===== config.mk =====
export PLATFORM = sky130hd
export DESIGN_NAME = dsc_sequencer
export DESIGN_NICKNAME = d
export VERILOG_FILES = /design/src/rtl/dsc_pkg.sv /design/src/rtl/dsc_rst_sync.sv /design/src/rtl/dsc_bcd_counter.sv /design/src/rtl/dsc_result_reg.sv /design/src/rtl/dsc_sequencer.sv
export SDC_FILE = /design/constraint.sdc
export NUM_CORES = 1
export LEC_CHECK = 0
export ABC_AREA = 1
export CORE_AREA = 3 3 133 135
export DETAILED_ROUTE_END_ITERATION = 6
export DIE_AREA = 0 0 136 138
export DONT_BUFFER_PORTS = 1
export HOLD_SLACK_MARGIN = 0.06
export PLACE_DENSITY = 0.44
export SKIP_LAST_GASP = 1
export SYNTH_ARGS = -nofsm -noshare
export SYNTH_HDL_FRONTEND = slang
export SYNTH_SLANG_ARGS = --single-unit

===== constraint.sdc =====
create_clock -name clk_i -period 7 [get_ports clk_i]
set_input_delay 1.4 -clock clk_i [delete_from_list [all_inputs] [get_ports clk_i]]
set_output_delay 1.4 -clock clk_i [all_outputs]
set_load 0.05 [all_outputs]

===== src/rtl/dsc_pkg.sv =====
package dsc_pkg;

  // One-hot phase encoding; bit order is what the analog switches decode.
  typedef enum logic [3:0] {
    PH_AZ  = 4'b0001,
    PH_INT = 4'b0010,
    PH_DE  = 4'b0100,
    PH_ZI  = 4'b1000
  } phase_e;

  // Decimal to packed BCD, ten digits, least significant digit at bit 0.
  function automatic logic [39:0] to_bcd(input int unsigned value);
    logic [39:0] res;
    int unsigned rest;
    res  = '0;
    rest = value;
    for (int i = 0; i < 10; i++) begin
      res[4*i +: 4] = 4'(rest % 10);
      rest          = rest / 10;
    end
    return res;
  endfunction

endpackage


===== src/rtl/dsc_rst_sync.sv =====
module dsc_rst_sync #(
  parameter int unsigned STAGES = 2
) (
  input  logic clk_i,
  input  logic rst_ni,
  output logic rst_no
);

  logic [STAGES-1:0] sync_q;
  logic [STAGES-1:0] sync_d;

  always_comb begin
    sync_d = {sync_q[STAGES-2:0], 1'b1};
  end

  always_ff @(posedge clk_i or negedge rst_ni) begin
    if (!rst_ni) begin
      sync_q <= '0;
    end else begin
      sync_q <= sync_d;
    end
  end

  assign rst_no = sync_q[STAGES-1];

endmodule


===== src/rtl/dsc_bcd_counter.sv =====
module dsc_bcd_counter #(
  parameter int unsigned DIGITS = 5
) (
  input  logic                  clk_i,
  input  logic                  rst_ni,
  input  logic                  clr_i,
  input  logic                  inc_i,
  output logic [4*DIGITS-1:0]   value_o
);

  logic [3:0]        dig_q [DIGITS];
  logic [3:0]        dig_d [DIGITS];
  logic [DIGITS-1:0] carry;

  assign carry[0] = inc_i;

  for (genvar g = 0; g < DIGITS; g++) begin : g_digit
    assign dig_d[g] = clr_i    ? 4'd0 :
                      carry[g] ? ((dig_q[g] == 4'd9) ? 4'd0 : dig_q[g] + 4'd1) :
                                 dig_q[g];
    if (g < DIGITS - 1) begin : g_carry
      assign carry[g+1] = carry[g] && (dig_q[g] == 4'd9);
    end
    assign value_o[4*g +: 4] = dig_q[g];
  end

  always_ff @(posedge clk_i or negedge rst_ni) begin
    if (!rst_ni) begin
      for (int i = 0; i < DIGITS; i++) dig_q[i] <= 4'd0;
    end else if (clr_i || inc_i) begin
      for (int i = 0; i < DIGITS; i++) dig_q[i] <= dig_d[i];
    end
  end

endmodule


===== src/rtl/dsc_result_reg.sv =====
module dsc_result_reg #(
  parameter int unsigned BW = 20
) (
  input  logic          clk_i,
  input  logic          rst_ni,
  input  logic          load_i,
  input  logic [BW-1:0] cnt_i,
  input  logic          over_in_i,
  input  logic          under_in_i,
  input  logic          clr_over_i,
  input  logic          clr_under_i,
  output logic [BW-1:0] reading_o,
  output logic          over_o,
  output logic          under_o
);

  logic [BW-1:0] reading_q, reading_d;
  logic          over_q, over_d, under_q, under_d;
  logic          flag_en;

  always_comb begin
    reading_d = load_i ? cnt_i : reading_q;
    over_d    = over_q;
    under_d   = under_q;
    if (load_i) begin
      over_d  = over_in_i;
      under_d = under_in_i;
    end else begin
      if (clr_over_i)  over_d  = 1'b0;
      if (clr_under_i) under_d = 1'b0;
    end
    flag_en = load_i || clr_over_i || clr_under_i;
  end

  always_ff @(posedge clk_i or negedge rst_ni) begin
    if (!rst_ni) begin
      reading_q <= '0;
    end else if (load_i) begin
      reading_q <= reading_d;
    end
  end

  always_ff @(posedge clk_i or negedge rst_ni) begin
    if (!rst_ni) begin
      over_q  <= 1'b0;
      under_q <= 1'b0;
    end else if (flag_en) begin
      over_q  <= over_d;
      under_q <= under_d;
    end
  end

  assign reading_o = reading_q;
  assign over_o    = over_q;
  assign under_o   = under_q;

endmodule


===== src/rtl/dsc_sequencer.sv =====
module dsc_sequencer
  import dsc_pkg::*;
#(
  parameter int unsigned INT_COUNTS  = 10000,
  parameter int unsigned FULL_SCALE  = 20000,
  parameter int unsigned CYCLE_CLKS  = 40002,
  parameter int unsigned ZI_NORM     = 200,
  parameter int unsigned ZI_OVER     = 6200,
  parameter int unsigned UNDER_LIMIT = 1800,
  parameter int unsigned DIGITS      = 5
) (
  input  logic                clk_i,
  input  logic                rst_ni,
  input  logic                comp_i,
  input  logic                run_i,
  output logic [3:0]          phase_sel_o,
  output logic                busy_o,
  output logic                pol_o,
  output logic                over_o,
  output logic                under_o,
  output logic [4*DIGITS-1:0] reading_o
);

  localparam int unsigned BW       = 4 * DIGITS;
  localparam int unsigned INT_CLKS = INT_COUNTS + 1;
  localparam int unsigned TICK_W   = $clog2(CYCLE_CLKS);
  localparam int unsigned ZI_MAX   = (ZI_OVER > ZI_NORM) ? ZI_OVER : ZI_NORM;
  localparam int unsigned ZW       = $clog2(ZI_MAX);

  localparam logic [TICK_W-1:0] TICK_LAST = TICK_W'(CYCLE_CLKS - 1);
  localparam logic [TICK_W-1:0] INT_LAST  = TICK_W'(INT_CLKS - 1);
  localparam logic [ZW-1:0]     ZN_LOAD   = ZW'(ZI_NORM - 1);
  localparam logic [ZW-1:0]     ZO_LOAD   = ZW'(ZI_OVER - 1);
  localparam logic [BW-1:0]     FS_BCD    = BW'(to_bcd(FULL_SCALE));
  localparam logic [BW-1:0]     UL_BCD    = BW'(to_bcd(UNDER_LIMIT));

  logic              rst_core_n;
  phase_e            phase_q, phase_d;
  logic [TICK_W-1:0] tick_q, tick_d;
  logic [ZW-1:0]     zcnt_q, zcnt_d;
  logic              zc_q, zc_d;
  logic              first_q, first_d;
  logic              pol_q, pol_d;
  logic              load_q, load_d;
  logic              ovr_q, ovr_d;
  logic              cnt_clr, cnt_inc;
  logic              clr_over, clr_under;
  logic [BW-1:0]     cnt_bcd;
  logic              cnt_at_fs;
  logic              under_in;

  dsc_rst_sync #(.STAGES(2)) u_rst_sync (
    .clk_i  (clk_i),
    .rst_ni (rst_ni),
    .rst_no (rst_core_n)
  );

  assign cnt_at_fs = (cnt_bcd == FS_BCD);
  assign under_in  = (cnt_bcd <= UL_BCD);

  // Next-state logic
  always_comb begin
    phase_d   = phase_q;
    tick_d    = tick_q;
    zcnt_d    = zcnt_q;
    zc_d      = zc_q;
    first_d   = 1'b0;
    pol_d     = pol_q;
    load_d    = 1'b0;
    ovr_d     = ovr_q;
    cnt_clr   = 1'b0;
    cnt_inc   = 1'b0;
    clr_over  = 1'b0;
    clr_under = 1'b0;
    case (phase_q)
      PH_AZ: begin
        if (tick_q == TICK_LAST) begin
          if (run_i) begin
            phase_d   = PH_INT;
            tick_d    = '0;
            clr_under = 1'b1;
          end
        end else begin
          tick_d = tick_q + 1'b1;
        end
      end
      PH_INT: begin
        tick_d = tick_q + 1'b1;
        if (tick_q == INT_LAST) begin
          phase_d  = PH_DE;
          pol_d    = comp_i;
          cnt_clr  = 1'b1;
          clr_over = 1'b1;
          first_d  = 1'b1;
          zc_d     = 1'b0;
        end
      end
      PH_DE: begin
        tick_d = tick_q + 1'b1;
        zc_d   = comp_i ^ pol_q;
        if (!first_q) begin
          if (zc_q) begin
            phase_d = PH_ZI;
            ovr_d   = 1'b0;
            load_d  = 1'b1;
            zcnt_d  = ZN_LOAD;
          end else begin
            cnt_inc = 1'b1;
            if (cnt_at_fs) begin
              phase_d = PH_ZI;
              ovr_d   = 1'b1;
              load_d  = 1'b1;
              zcnt_d  = ZO_LOAD;
            end
          end
        end
      end
      PH_ZI: begin
        tick_d = tick_q + 1'b1;
        if (zcnt_q == '0) begin
          phase_d = PH_AZ;
        end else begin
          zcnt_d = zcnt_q - 1'b1;
        end
      end
      default: phase_d = PH_AZ;
    endcase
  end

  // State registers
  always_ff @(posedge clk_i or negedge rst_core_n) begin
    if (!rst_core_n) begin
      phase_q <= PH_AZ;
      tick_q  <= '0;
      zcnt_q  <= '0;
      zc_q    <= 1'b0;
      first_q <= 1'b0;
      pol_q   <= 1'b0;
      load_q  <= 1'b0;
      ovr_q   <= 1'b0;
    end else begin
      phase_q <= phase_d;
      tick_q  <= tick_d;
      zcnt_q  <= zcnt_d;
      zc_q    <= zc_d;
      first_q <= first_d;
      pol_q   <= pol_d;
      load_q  <= load_d;
      ovr_q   <= ovr_d;
    end
  end

  dsc_bcd_counter #(.DIGITS(DIGITS)) u_count (
    .clk_i   (clk_i),
    .rst_ni  (rst_core_n),
    .clr_i   (cnt_clr),
    .inc_i   (cnt_inc),
    .value_o (cnt_bcd)
  );

  dsc_result_reg #(.BW(BW)) u_result (
    .clk_i       (clk_i),
    .rst_ni      (rst_core_n),
    .load_i      (load_q),
    .cnt_i       (cnt_bcd),
    .over_in_i   (ovr_q),
    .under_in_i  (under_in),
    .clr_over_i  (clr_over),
    .clr_under_i (clr_under),
    .reading_o   (reading_o),
    .over_o      (over_o),
    .under_o     (under_o)
  );

  assign phase_sel_o = phase_q;
  assign busy_o      = (phase_q == PH_INT) || (phase_q == PH_DE);
  assign pol_o       = pol_q;

endmodule


==> impl_metrics.tcl, run 1 <==
set metrics [dict create \
    grt_pass1_wl_um 18500 \
    ys_ff_latch 82 \
    antenna_found_initial 0 \
    cp-endpoint "busy_o" \
    clock_latency_ps 350 \
    worst-path-buf-inv 0 \
    drtIter0Drc 203 \
    grt_max_degree 81 \
    cts_resized 0 \
    crit_cells 2 \
    cts_buffer_depth 2 \
    layout_commonest_cell "nand2_1" \
    path_cells "nand3_4 -> nand2_2" \
    p_per_area_nw_per_um2 186 \
    yosysUniqueCellTypes 37 \
    grt_usage_pct 12.3 \
    critical_path.top_delay_family "flip-flops" \
    r2r_slack_ps 4630 \
    gp_congestion 0.883 \
    postCtsSetupBuffers 0 \
    nets 621 \
    setup_viol 0 \
    drc 0 \
    rr_worst_depth 6 \
    drtAntennaViolNets 0 \
    maxCapViolCount 0 \
    netlist_instances 610 \
    leakagePower_nw 2.53 \
    die-area_um2 18800 \
    wl_per_cell_um 13.2 \
    ios 32 \
    drive_gt1_share_pct 9.17 \
    synth_area_um2 4650 \
    die_h_um 138 \
    synth_warnings 0 \
    rsz0062_at_grt "false" \
    core_area_um2 16600 \
    start_util_pct 28.0 \
    synth.largest_area_cell "dfrtp_1" \
    crit_required_ps 5600 \
    hold_viol_final 0 \
    end_kind "output pin" \
    n_antenna_cell 0 \
    clkTransAtPathRegs_ps 70 \
    crit_fanout 5 \
    cp-start-kind "flip-flop" \
    dpl.hpwl_um 7860 \
    cpPeakStageDelay_ps 770 \
    cts_buffers 9 \
    rr_startpoint "phase_sel_o[2]" \
    drv_slew 0 \
    firstDrtPassIters 4 \
    cts_tree "done" \
    final.period_utilization_pct 43.9 \
    final.setup.tns_ps 0 \
    ys_seq_area_share_pct 44.2 \
    cts_max_level 3 \
    irDropWorstVdd_mv 0.134 \
    cts_root_buf "clkbuf_16" \
    dieWidth_um 136 \
    rows 47 \
    worstSetupStartpoint "phase_sel_o[2]" \
    postRouteWirelength_um 11000 \
    synth.area.top_cells "dfrtp_1 (44%), nand2_1 (15%), nor2_1 (6.1%), nand3_1 (4.3%), inv_1 (3.7%)" \
    post-route-util_pct 30.8 \
    tightest_slew_ps 1080 \
    grt_remaining_overflow 0 \
    avgSynthCellArea_um2 7.62 \
    cts_hold_buf 0 \
    area_growth_pct 10.0 \
    relSlewSlack_pct 28.3 \
    status "finished clean" \
    vias_per_cell 4.50 \
    synth_top_area_share_pct 43.6 \
    grt_pass1_vias 3702 \
    layout_min_cycle_time_ps 3070 \
    cts.sinks 82 \
    vias 3737 \
    layout_common_cells "nand2_1 (188), dfrtp_1 (80), nor2_1 (75)" \
    rr_endpoint "u_count.value_o[10]" \
    arrival_ps 1670 \
    fin_worst_skew_ps 5.75 \
    synth_fp_nets 625 \
    fmax_ghz 0.326 \
    cp_slowest_cell "dfrtp_1" \
    io_buffers 0 \
    hp-class "flip-flop to flip-flop" \
    crit_type "flip-flop to output pin" \
]
-- cell type report --
cell class                      instances  area, um^2
Clock buffer                            9         225
Clock inverter                          7        62.6
Fill cell                            1794       11500
Inverter                               57         216
Multi-Input combinational cell        456        2280
Sequential cell                        82        2060
Tap cell                              220         275
-- metal layers --
metal | wire [um] | vias to the layer above | part of all wire (%) | track usage (%)
li1 | - | 1928 | - | -
met1 | 5360 | 1739 | 49 | 16.0
met2 | 4970 | 58 | 45 | 19.3
met3 | 498 | 12 | 4.5 | 4.61
met4 | 145 | 0 | 1.3 | 3.45
met5 | 0 | - | 0 | 0
-- per-stage QoR --
step                      total power [mW]  setup slack, ps  hold WS, ps  cell area [um^2]  cells
after floorplan                      0.490             4400          331              4650    610
after global placement               0.494             4350          340              4830    815
after detailed placement             0.494             4290          337              4830    815
after CTS                            0.970             3900          352              5110    831
after global routing                 0.991             3850          366              5110    831
final                                0.949             3930          354              5110    831
-- registers in the layout (all words and copies together) (netlist names), 2 cells and up --
register,count
zcnt_q,13
phase_sel_o,4
tick_q,16
u_rst_sync.sync_q,2
u_count.value_o,20
u_result.reading_o,20
-- power by group --
part / switching [mW] / total [mW] / internal, mW / leakage [nW]
clock: 0.218 / 0.465 / 0.247 / 0.138
sequential: 0.00909 / 0.483 / 0.474 / 1.04
combinational: 0.000340 / 0.000625 / 0.000284 / 1.35
total: 0.228 / 0.949 / 0.721 / 2.53
-- cells in the mapped netlist (all sizes together) --
library cell	number
a21oi	11
a31oi	2
and2	1
and3	1
buf	11
clkbuf	4
clkinv	3
conb	1
dfrtp	81
dfstp	1
ha	11
inv	54
nand2	195
nand3	45
nand3b	3
nand4	15
nor2	90
nor3	5
nor4	1
o2111ai	1
o21ai	47
o21bai	1
o31ai	1
or2	2
xnor2	9
xor2	14
-- cell families after synthesis --
logic type      count (synthesis)  share of synthesized area [%]
compound gates                 63                           7.03
xor+xnor                       23                           4.33
fa+ha+maj                      11                           2.96
buf+inv                        72                           6.84
flops                          82                           44.2
other cells                     1                         0.0807
simple gates                  358                           34.6
-- how the worst min path moves through the flow --
stage / from / endpoint / slack (ps) / cells after the start
finish: u_rst_sync.sync_q[0] / u_rst_sync.sync_q[1] / 350 / 0
global route: u_rst_sync.sync_q[0] / u_rst_sync.sync_q[1] / 370 / 0
CTS: u_rst_sync.sync_q[0] / u_rst_sync.sync_q[1] / 350 / 0
detailed placement: u_rst_sync.sync_q[0] / u_rst_sync.sync_q[1] / 340 / 0
global placement: u_rst_sync.sync_q[0] / u_rst_sync.sync_q[1] / 340 / 0
floorplan: u_rst_sync.sync_q[0] / u_rst_sync.sync_q[1] / 330 / 0
Note: power is estimated with default switching activity, not from simulation.
==> inputs of run 2 (changes only) <==
--- a/config.mk
+++ b/config.mk
@@ -11,7 +11,7 @@
 export DIE_AREA = 0 0 136 138
 export DONT_BUFFER_PORTS = 1
 export HOLD_SLACK_MARGIN = 0.06
-export PLACE_DENSITY = 0.44
+export PLACE_DENSITY = 0.46
 export SKIP_LAST_GASP = 1
 export SYNTH_ARGS = -nofsm -noshare
 export SYNTH_HDL_FRONTEND = slang
==> constraint.sdc (replaced) <==
create_clock -name clk_i -period 2.7 [get_ports clk_i]
set_input_delay 0.54 -clock clk_i [delete_from_list [all_inputs] [get_ports clk_i]]
set_output_delay 0.54 -clock clk_i [all_outputs]
set_load 0.05 [all_outputs]
==> impl_metrics.tcl, run 2 (synthesized netlist as in run 1, its figures left out) <==
set metrics [dict create \
    clock_latency_ps 350 \
    crit_cells 9 \
    clkTransAtPathRegs_ps 70 \
    p_switching_mw 0.572 \
    firstDrtPassIters 4 \
    cp-start-kind "flip-flop" \
    path_cells "nor2_4 -> nand3_4 -> nand2_2 -> nor2_2 -> nand2_1 -> nand2_2 -> inv_2 -> nand2_1 -> o21ai_1" \
    end_kind "flip-flop" \
    gp_congestion 0.830 \
    cts_buffers 9 \
    arrival_ps 2440 \
    status "finished clean" \
    drc 0 \
    p_int_mw 1.96 \
    setup_viol 0 \
    nets 628 \
    grt_pass1_wl_um 18500 \
    cts_resized 0 \
    grt_max_degree 48 \
    layout_commonest_cell "nand2_1" \
    post-route-util_pct 31.3 \
    area_growth_pct 11.8 \
    vias 3798 \
    ios 32 \
    crit_type "flip-flop to flip-flop" \
    cts_tree "done" \
    wl_per_cell_um 13.0 \
    dpl_cell_area_um2 4880 \
    hp-class "flip-flop to asynchronous set/reset pin" \
    dieWidth_um 136 \
    layout_common_cells "nand2_1 (188), dfrtp_1 (80), nor2_1 (75)" \
    crit_required_ps 2940 \
    antenna_found_initial 0 \
    combPwrFrac_pct 0.8 \
    p_per_area_nw_per_um2 487 \
    cts_root_buf "clkbuf_16" \
    clockPowerShare_pct 50.2 \
    drtIter0Drc 242 \
    fmax_ghz 0.456 \
    grt_usage_pct 12.3 \
    vias_per_cell 4.53 \
    final_cell_area_um2 5200 \
    grt_pass1_vias 3648 \
    start_util_pct 28.0 \
    cpPeakStageDelay_ps 730 \
    cp_slowest_cell "dfrtp_1" \
    final.setup.tns_ps 0 \
    crit_fanout 21 \
    fin_worst_skew_ps 7.22 \
    irDropWorstVdd_mv 0.282 \
    worst-path-buf-inv 1 \
    relSlewSlack_pct 60.0 \
    drv_slew 0 \
    layout_min_cycle_time_ps 2190 \
    rows 47 \
    switching_share_pct 22.6 \
    cts_max_level 3 \
    final.period_utilization_pct 81.2 \
    grt_remaining_overflow 0 \
    die-area_um2 18800 \
    cts_buffer_depth 2 \
    cts.sinks 82 \
    drive_gt1_share_pct 10.0 \
    post-place-ws_ps 492 \
    maxCapViolCount 0 \
    die_h_um 138 \
    core_area_um2 16600 \
    postRouteWirelength_um 10900 \
    rr_worst_depth 9 \
    drtAntennaViolNets 0 \
    tightest_slew_ps 600 \
    fin_ws_ps 509 \
    critical_path.top_delay_family "simple AND/OR/NAND/NOR gates" \
    n_antenna_cell 0 \
    cts_hold_buf 1 \
    seq_power_share_pct 49.1 \
    leakagePower_nw 2.57 \
    postCtsSetupBuffers 0 \
    io_buffers 0 \
    dpl.hpwl_um 7780 \
    hold_viol_final 0 \
    rsz0062_at_grt "false" \
    hold_ws_ps 286 \
]
[run 2: changes by cell type in the layout (fill, tap and decap cells not counted), sizes merged]
| cell | change |
|---|---|
| bufinv | +1 |
| inv | -1 |
| dlygate4sd3 | +1 |
| buf | +6 |
[run 2: final timing paths]
path | startpoint | to | slack (ps)
setup / recovery | phase_sel_o[1] | tick_q[2] | 510
hold / removal | u_rst_sync.sync_q[1] | tick_q[4] | 290
setup reg to reg | phase_sel_o[1] | tick_q[2] | 510
hold reg to reg | u_rst_sync.sync_q[1] | tick_q[4] | 290
max in group asynchronous | u_rst_sync.sync_q[1] | u_result.reading_o[9] | 1800
min in group clk_i | comp_i | pol_o | 310
[run 2: layer usage]
layer | vias up | global-route usage (%) | wire length [um]
met4 | 0 | 2.92 | 107
met1 | 1781 | 17.1 | 5430
met2 | 62 | 18.2 | 4790
met5 | - | 0 | 0
met3 | 6 | 4.43 | 551
li1 | 1949 | - | -
[run 2: area by class of cell]
| cell class | count | area [um^2] |
|---|---|---|
| Fill cell | 1800 | 11400 |
| Multi-Input combinational cell | 456 | 2280 |
| Sequential cell | 82 | 2060 |
| Tap cell | 220 | 275 |
| Clock buffer | 9 | 225 |
| Inverter | 57 | 216 |
| Clock inverter | 7 | 77.6 |
| Timing Repair Buffer | 7 | 67.6 |
[run 2: per-stage QoR]
stage | cells | power [mW]
floorplan | 610 | 1.27
global placement | 821 | 1.28
detailed placement | 821 | 1.28
CTS | 838 | 2.58
global route | 838 | 2.64
finish | 838 | 2.53
[run 2: power by group through the flow]
stage          registers [mW]  clock network (mW)  logic [mW]
2_1_floorplan            1.27                   0     0.00112
5_1_grt                  1.24                1.37      0.0230
4_1_cts                  1.24                1.31      0.0212
6_report                 1.24                1.27      0.0194
3_5_place_dp             1.26                   0      0.0197
3_3_place_gp             1.26                   0      0.0196
[run 2: worst register-to-register path, stage by stage, from the launching register on]
cell     delay, ps
dfrtp_1        730
nor2_4         100
nand3_4        130
nand2_2        230
nor2_2         200
nand2_1        100
nand2_2        300
inv_2          150
nand2_1         90
o21ai_1         60
==> inputs of run 3 (changes only) <==
--- a/config.mk
+++ b/config.mk
@@ -11,7 +11,7 @@
 export DIE_AREA = 0 0 136 138
 export DONT_BUFFER_PORTS = 1
 export HOLD_SLACK_MARGIN = 0.06
-export PLACE_DENSITY = 0.46
+export PLACE_DENSITY = 0.44
 export SKIP_LAST_GASP = 1
 export SYNTH_ARGS = -nofsm -noshare
 export SYNTH_HDL_FRONTEND = slang
==> constraint.sdc (replaced) <==
create_clock -name clk_i -period 2.1 [get_ports clk_i]
set_input_delay 0.42 -clock clk_i [delete_from_list [all_inputs] [get_ports clk_i]]
set_output_delay 0.42 -clock clk_i [all_outputs]
set_load 0.05 [all_outputs]
==> impl_metrics.tcl, run 3 (synthesized netlist as in run 1, its figures left out) <==
set metrics [dict create \
    status "finished clean" \
    rows 47 \
    p_per_area_nw_per_um2 606 \
    p_int_mw 2.43 \
    n_antenna_cell 0 \
    nets 633 \
    die-area_um2 18800 \
    cts_max_level 3 \
    io_buffers 0 \
    post-route-util_pct 31.5 \
    drc 0 \
    grt_remaining_overflow 0 \
    layout_common_cells "nand2_1 (188), dfrtp_1 (80), nor2_1 (75)" \
    hold_viol_final 0 \
    crit_required_ps 2330 \
    cts_root_buf "clkbuf_16" \
    drtAntennaViolNets 0 \
    maxCapViolCount 0 \
    combPwrFrac_pct 0.9 \
    crit_type "flip-flop to flip-flop" \
    ios 32 \
    cts_tree "done" \
    hp-class "input pin to flip-flop" \
    postRouteWirelength_um 11100 \
    start_util_pct 28.0 \
    area_growth_pct 12.3 \
    total_power_mw 3.16 \
    cts_buffer_depth 2 \
    clock_latency_ps 340 \
    tightest_slew_ps 527 \
    clkTransAtPathRegs_ps 70 \
    cp-start-kind "flip-flop" \
    dpl.hpwl_um 8070 \
    grt_pass1_wl_um 19000 \
    clockPowerShare_pct 48.7 \
    drv_slew 0 \
    rsz0062_at_grt "false" \
    dpl_cell_area_um2 4920 \
    final_cell_area_um2 5220 \
    gp_congestion 0.813 \
    min_from "comp_i" \
    worstSetupStartpoint "u_count.value_o[5]" \
    core_area_um2 16600 \
    grt_max_degree 57 \
    grt_usage_pct 12.5 \
    fin_worst_skew_ps 5.81 \
    vias 3827 \
    end_kind "flip-flop" \
    dieWidth_um 136 \
    crit_fanout 11 \
    setup_viol 0 \
    rr_startpoint "u_count.value_o[5]" \
    vias_per_cell 4.54 \
    wl_per_cell_um 13.2 \
    p_switching_mw 0.727 \
    final.setup.tns_ps 0 \
    firstDrtPassIters 5 \
    grt_pass1_vias 3805 \
    drtIter0Drc 218 \
    irDropWorstVdd_mv 0.362 \
    layout_commonest_cell "nand2_1" \
    layout_min_cycle_time_ps 1850 \
    nFillCells 1781 \
    relSlewSlack_pct 64.9 \
    final.period_utilization_pct 88.2 \
    cts.sinks 82 \
    switching_share_pct 23.0 \
    fmax_ghz 0.540 \
    leakagePower_nw 2.58 \
    drive_gt1_share_pct 10.8 \
    arrival_ps 2090 \
    seq_power_share_pct 50.4 \
    antenna_found_initial 0 \
    cts_buffers 9 \
    die_h_um 138 \
    hold_ws_ps 184 \
]
run 3: repair_timing:
item,in CTS,in global routing
endpoints found under the hold margin,2,0
gates resized for setup,0,0
setup endpoints to repair,0,0
hold buffers,1,0
setup buffers,0,0
run 3: final timing paths:
check / endpoint / slack, ps / depth (start not counted)
max in group asynchronous: zcnt_q[6] / 1240 / 1
worst min-delay path: pol_o / 180 / 2
worst min register to register: tick_q[2] / 240 / 0
worst max register to register: u_count.value_o[17] / 250 / 9
worst max-delay path: u_count.value_o[17] / 250 / 9
min in group asynchronous: tick_q[2] / 240 / 0
run 3: worst max-delay path, stage by stage (launching register included):
cell     delay (ps)
dfrtp_1         410
inv_1           120
ha_1            150
nand2_1          60
nor2_2          210
nand4_4         180
nor2_4          270
nand2_1         170
nand3_1         100
nand2_1          60
run 3: per-layer routing:
metal  vias up  track usage, %  share of wire, %
met5         -               0                 0
met4         0            3.87               1.5
met3        12            3.74               5.0
met2        67            19.4                45
met1      1792            16.7                48
li1       1956               -                 -
run 3: cell type report:
cell class,instances,area (um^2),share of cell area [%]
timing repair buffer,12,105,2.01
sequential,82,2060,39.4
clock inverter,6,48.8,0.935
inverter,57,216,4.15
tap,220,275,5.27
multi-input combinational,456,2280,43.6
clock buffer,10,239,4.58
run 3: power by group through the flow:
stage / Sequential (mW) / Clock [mW] / Combinational (mW)
after global routing: 1.59 / 1.67 / 0.0338
after floorplan: 1.63 / 0 / 0.00144
after detailed placement: 1.62 / 0 / 0.0294
final: 1.59 / 1.54 / 0.0288
after CTS: 1.59 / 1.61 / 0.0313
after global placement: 1.62 / 0 / 0.0293
run 3: through the flow:
stage | cells | worst slack [ps]
2_1_floorplan | 610 | 274
6_report | 843 | 247
5_1_grt | 843 | 95.1
3_5_place_dp | 826 | 250
4_1_cts | 843 | 237
3_3_place_gp | 826 | 277
